<file path="src/rtl/bw_pkg.sv">
package bw_pkg;

   typedef enum logic [2:0] {
      WM_FULL        = 3'd0,
      WM_OUT_HALF    = 3'd1,
      WM_OUT_QUARTER = 3'd2,
      WM_IN_HALF     = 3'd3,
      WM_IN_QUARTER  = 3'd4
   } width_mode_e;

   // log2 of sub-words per entry on the write side
   function automatic logic [1:0] in_shift(input logic [2:0] m);
      case (m)
         WM_IN_HALF:    return 2'd1;
         WM_IN_QUARTER: return 2'd2;
         default:       return 2'd0;
      endcase
   endfunction

   // log2 of sub-words per entry on the read side
   function automatic logic [1:0] out_shift(input logic [2:0] m);
      case (m)
         WM_OUT_HALF:    return 2'd1;
         WM_OUT_QUARTER: return 2'd2;
         default:        return 2'd0;
      endcase
   endfunction

endpackage

</file>
<file path="src/rtl/bw_pack.sv">
module bw_pack #(
   parameter int WORD_W = 36
) (
   input  logic              clk,
   input  logic              rst_n,
   input  logic              clr,
   input  logic [1:0]        rsh,
   input  logic              big_end,
   input  logic              in_we,
   input  logic [WORD_W-1:0] in_data,
   output logic              core_we,
   output logic [WORD_W-1:0] core_wdata
);
   localparam int OFS_W = $clog2(WORD_W * 4);

   logic [1:0]        cnt;
   logic [WORD_W-1:0] acc;
   logic [2:0]        nsub;
   logic              last;
   logic [2:0]        lane;
   logic [OFS_W-1:0]  lw;
   logic [OFS_W-1:0]  ofs;
   logic [WORD_W-1:0] mask;
   logic [WORD_W-1:0] placed;

   always_comb begin
      nsub   = 3'd1 << rsh;
      last   = ({1'b0, cnt} == (nsub - 3'd1));
      lane   = big_end ? (nsub - 3'd1 - {1'b0, cnt}) : {1'b0, cnt};
      lw     = OFS_W'(WORD_W >> rsh);
      ofs    = OFS_W'(lane) * lw;
      mask   = {WORD_W{1'b1}} >> (WORD_W - 32'(lw));
      placed = (in_data & mask) << ofs;
   end

   assign core_we    = in_we & last;
   assign core_wdata = acc | placed;

   always_ff @(posedge clk) begin
      if (!rst_n || clr) begin
         cnt <= '0;
         acc <= '0;
      end else if (in_we) begin
         if (last) begin
            cnt <= '0;
            acc <= '0;
         end else begin
            cnt <= cnt + 2'd1;
            acc <= acc | placed;
         end
      end
   end


   wr_advance_chk: assert property (@(posedge clk) disable iff (!rst_n)
      (in_we && !core_we && !clr) |=> (cnt == $past(cnt) + 2'd1));

   wr_range_chk: assert property (@(posedge clk) disable iff (!rst_n)
      ({1'b0, cnt} < nsub));

   wr_clear_chk: assert property (@(posedge clk) disable iff (!rst_n)
      clr |=> (cnt == 2'd0 && acc == '0));

endmodule

</file>
<file path="src/rtl/bw_unpack.sv">
module bw_unpack #(
   parameter int WORD_W = 36
) (
   input  logic              clk,
   input  logic              rst_n,
   input  logic              clr,
   input  logic [1:0]        rsh,
   input  logic              big_end,
   input  logic              out_re,
   input  logic              core_empty,
   input  logic [WORD_W-1:0] core_rdata,
   output logic [WORD_W-1:0] out_data,
   output logic              core_re
);
   localparam int OFS_W = $clog2(WORD_W * 4);

   logic [1:0]        cnt;
   logic [2:0]        nsub;
   logic              last;
   logic              take;
   logic [2:0]        lane;
   logic [OFS_W-1:0]  lw;
   logic [OFS_W-1:0]  ofs;
   logic [WORD_W-1:0] mask;

   always_comb begin
      nsub = 3'd1 << rsh;
      last = ({1'b0, cnt} == (nsub - 3'd1));
      take = out_re & ~core_empty;
      lane = big_end ? (nsub - 3'd1 - {1'b0, cnt}) : {1'b0, cnt};
      lw   = OFS_W'(WORD_W >> rsh);
      ofs  = OFS_W'(lane) * lw;
      mask = {WORD_W{1'b1}} >> (WORD_W - 32'(lw));
   end

   assign out_data = (core_rdata >> ofs) & mask;
   assign core_re  = take & last;

   always_ff @(posedge clk) begin
      if (!rst_n || clr) cnt <= '0;
      else if (take)     cnt <= last ? 2'd0 : cnt + 2'd1;
   end


   rd_hold_empty_chk: assert property (@(posedge clk) disable iff (!rst_n)
      (core_empty && !clr) |=> $stable(cnt));

   rd_range_chk: assert property (@(posedge clk) disable iff (!rst_n)
      ({1'b0, cnt} < nsub));

   rd_clear_chk: assert property (@(posedge clk) disable iff (!rst_n)
      clr |=> (cnt == 2'd0));

endmodule

</file>
<file path="src/rtl/fifo_width_adapter.sv">
module fifo_width_adapter #(
   parameter int WORD_W = 36
) (
   input  logic              clk,
   input  logic              rst_n,
   input  logic              clr,
   input  logic [2:0]        cfg_mode,
   input  logic              cfg_big_endian,
   input  logic              in_we,
   input  logic [WORD_W-1:0] in_data,
   output logic              core_we,
   output logic [WORD_W-1:0] core_wdata,
   input  logic              core_empty,
   input  logic [WORD_W-1:0] core_rdata,
   input  logic              out_re,
   output logic [WORD_W-1:0] out_data,
   output logic              core_re
);
   import bw_pkg::*;

   generate
      if (WORD_W % 4 != 0 || WORD_W < 4) begin : g_bad_width
         $error("WORD_W must be a positive multiple of 4");
      end
   endgenerate

   logic [2:0] mode_q;
   logic       be_q;
   logic [1:0] rsh_in;
   logic [1:0] rsh_out;

   always_ff @(posedge clk) begin
      if (!rst_n) begin
         mode_q <= cfg_mode;
         be_q   <= cfg_big_endian;
      end
   end

   assign rsh_in  = in_shift(mode_q);
   assign rsh_out = out_shift(mode_q);

   bw_pack #(.WORD_W(WORD_W)) i_pack (
      .clk(clk), .rst_n(rst_n), .clr(clr), .rsh(rsh_in), .big_end(be_q),
      .in_we(in_we), .in_data(in_data),
      .core_we(core_we), .core_wdata(core_wdata)
   );

   bw_unpack #(.WORD_W(WORD_W)) i_unpack (
      .clk(clk), .rst_n(rst_n), .clr(clr), .rsh(rsh_out), .big_end(be_q),
      .out_re(out_re), .core_empty(core_empty), .core_rdata(core_rdata),
      .out_data(out_data), .core_re(core_re)
   );


   cfg_hold_chk: assert property (@(posedge clk) disable iff (!rst_n)
      $past(rst_n) |-> ($stable(mode_q) && $stable(be_q)));

endmodule

</file>
<file path="config.mk">
export PLATFORM = sky130hd
export DESIGN_NAME = fifo_width_adapter
export DESIGN_NICKNAME = d
export VERILOG_FILES = /design/src/rtl/bw_pkg.sv /design/src/rtl/bw_pack.sv /design/src/rtl/bw_unpack.sv /design/src/rtl/fifo_width_adapter.sv
export SDC_FILE = /design/constraint.sdc
export NUM_CORES = 1
export LEC_CHECK = 0
export BUFFER_PORTS_ARGS = -buffer_cell sky130_fd_sc_hd__buf_2
export CAP_MARGIN = 0
export CORE_MARGIN = 2
export CORE_UTILIZATION = 45
export CTS_CLUSTER_DIAMETER = 40
export DETAILED_ROUTE_END_ITERATION = 16
export GPL_TIMING_DRIVEN = 0
export PLACE_DENSITY_LB_ADDON = 0.3
export SLEW_MARGIN = 15
export SYNTH_ARGS = -nofsm -noshare
export SYNTH_HDL_FRONTEND = slang
export SYNTH_SLANG_ARGS = --single-unit
</file>
<file path="constraint.sdc">
create_clock -name clk -period 5.7 [get_ports clk]
set_input_delay 0.285 -clock clk [delete_from_list [all_inputs] [get_ports clk]]
set_output_delay 0.285 -clock clk [all_outputs]
set_load 0.02 [all_outputs]
</file>
==> results.toml <==
[yosys]
synth_area_leaders = "mux2i_1, dfxtp_1, nand2_1"
synth_seq_cells = 44
ys.warnings.count = 0
synth_edf_count = 4
synth_cell_types = 74
synthArstFlopShare_pct = 0
netlist_top_cells_count = "nand2_1, mux2i_1, nor2_1"
synth_top_area_share_pct = 15.61
yosysMostFrequentCell = "nand2_1"
netlist_area_um2 = 6862
yosys.area.top_type = "mux2i_1"
syn-num-nets = 1040
netlist_instances = 921
avgSynthCellArea_um2 = 7.450
ys.flop_type = "dfxtp_1"
synth_seq_area_share_pct = 13.42

[global_route]
grt_max_degree = 15
grt_pass1_vias = 7813
overflow = 0
grt_pass1_wl_um = 42820
antenna_found_initial = 0
grt_usage_pct = 33.32

[sta]
fmax_ghz = 0.1761
setup_violations = 0
drv_slew = 0
worst_clock_skew_ns = 0.003750
slew_headroom_pct = 28.55
timing.final.ws_setup_ns = 0.02206
whs_ns = 0.1663
finalCritPeriodShare_pct = 99.61
period_minus_slack_ns = 5.678
hold_viol = 0
grt_setup_unrepaired = "yes"
worstMarginPinSlew_ns = 1.064

[critical_path]
setup.worst_path.class = "reg2out"
critPathMaxStageDelay_ns = 0.65
ff2ff_path_depth = 22
worst-path-buf-inv = 4
critPathMaxFanout = 5
cp.arrival_ns = 5.39
worstPathRequired_ns = 5.41
crit_cells = 17
crit_slowest_cell = "fa_2"
crit_chain = "buf_6, or3b_4, ha_4, ha_4, fa_2, a21oi_4, nand2_2, inv_2, fa_1, ha_2, inv_2, fa_2, mux4_2, mux2i_4, a22oi_2, a311oi_2, buf_4"
cp-end-kind = "output pin"
crit_path_start_kind = "flip-flop"
crit_family = "adder cells"

[power]
p_seq_share_pct = 13.8
netSwitchingPower_w = 0.001236
vdd_drop_max_mv = 0.1301
power_w = 0.002436
leakage_nw = 4.478
power_density_nw_per_um2 = 258.7
p_clk_share_pct = 13.7
p_int_w = 0.001200
p_comb_share_pct = 72.5
swShare_pct = 50.76

[routing]
wirelength_um = 29250
num_vias = 8522
drc = 0
first_pass_iters = 6
drt_iter0_drc = 1126
viasPerCell = 6.481
wl_per_cell_um = 22.24
antenna_left = 0

[clock_tree]
clk_pin_slew_ns = 0.06
h-tree-depth = 2
cts_made_buffers = 5
cts_tree = "done"
cts-root-buf = "clkbuf_16"
clock-sinks = 44
hold_buffers = 0
cts_buffer_depth = 2
clk_latency_ns = 0.29

[placement]
placed_area_um2 = 7879
dp_slack_ns = -0.8375
place_hpwl_um = 22070
place_congestion = 1.056
placed_cells = 1264
io_buffers = 155

[layout]
multi_input_area_um2 = 6347
post_layout_nonfiller_instances = 1315
fillers = 1285
drive_gt1_share_pct = 36.29
seq_area_um2 = 920.9
syn_to_final_growth_pct = 37.25
nNetsFinal = 1245
n_antenna_cell = 0
fin_area_um2 = 9418

[die]
placementRows = 45
dieHeight_um = 127.5
core-area_um2 = 15030
initial_core_util_pct = 45.64
die_x_um = 127.5
die_area_um2 = 16250
boundaryPins = 156

[hold_path]
min_path_type = "in2reg"
holdPathStages = 1

[run_status]
outcome = "completed"

[run]
maxCapViolCount = 0
==> placed cells by master (no fill, tap or decap), types with 8 or more instances in the layout <==
cell and n:
mux2i_1 101, and2_1 11, dfxtp_1 40, o21bai_1 9, clkbuf_1 11, nor2b_1 14
mux2_2 9, nand4_1 8, buf_6 9, buf_4 64, a21oi_1 36, buf_2 152
o211ai_1 9, fa_1 8, a21o_1 13, mux4_2 18, a211oi_1 9, a22oi_1 10
nor3_1 28, clkbuf_2 8, o21ai_0 31, nand3_1 22, nor2_1 87, nand2_1 99
nand2b_1 11, a31oi_1 12, inv_1 41, ha_1 18
==> per-stage QoR <==
stage | utilization [%] | TNS, ns
after floorplan | - | 0
after global routing | 62.65 | -0.9015
after CTS | 57.10 | -0.01467
final | 62.65 | 0
after global placement | 52.41 | -42.69
after detailed placement | 52.41 | -41.96
==> cells by family (layout without fill, tap and decap cells) <==
kind of cell,Yosys count,after routing,synth area share (%)
AND/OR/NAND/NOR,357,357,24.69
AO/OA/AOI/OAI,222,222,21.96
multiplexers,135,135,23.19
buffers and inverters,109,314,6.291
flip-flops,44,44,13.42
adder cells (fa/ha/maj),37,37,8.060
XOR/XNOR,17,18,2.389
==> power groups by stage <==
stage,Clock [W],Combinational (W),Sequential (W)
6_report,0.000334,0.00177,0.000335
5_1_grt,0.000343,0.00185,0.000337
4_1_cts,0.000332,0.00154,0.000334
3_5_place_dp,0,0.00142,0.000342
3_3_place_gp,0,0.00143,0.000341
2_1_floorplan,0,0.000963,0.000339
==> state kept, by name, indices dropped and copies added, names as in the netlist <==
signal,count
i_unpack.cnt,2
mode_q,3
i_pack.cnt,2
be_q,1
i_pack.acc,36
==> final timing paths <==
kind	slack, ns	end	startpoint
max	0.02	out_data[0]	mode_q[1]$_DFFE_PN_
min	0.17	be_q$_DFFE_PN_	cfg_big_endian
max reg2reg	0.57	i_pack.acc[33]$_SDFFE_PP0P_	mode_q[1]$_DFFE_PN_
min reg2reg	0.44	i_pack.acc[34]$_SDFFE_PP0P_	i_pack.acc[34]$_SDFFE_PP0P_
==> final cells by class <==
type | instances | area share, %
repair buffers | 200 | 12.44
flip-flops and latches | 44 | 9.778
inverters | 49 | 2.059
well taps | 188 | 2.498
clock buffers | 7 | 1.740
plain buffers | 57 | 3.999
multi-input cells | 769 | 67.40
clock inverters | 1 | 0.09300
==> layer usage <==
metal / global-route usage (%) / vias up / share of wire [%] / wire (um)
li1: - / 3781 / - / -
met1: 41.88 / 3966 / 39 / 11360
met2: 55.61 / 626 / 46 / 13440
met3: 3.727 / 149 / 8.9 / 2611
met4: 18.81 / 0 / 6.3 / 1835
met5: 0 / - / 0 / 0
==> repair_timing <==
item / CTS / global route
pin swaps: 16 / 47
setup endpoints to repair: 103 / 69
cloned: 0 / 1
buffers inserted: 16 / 29
gates resized for setup: 114 / 149
No activity file was read; power rests on OpenSTA's default activity.
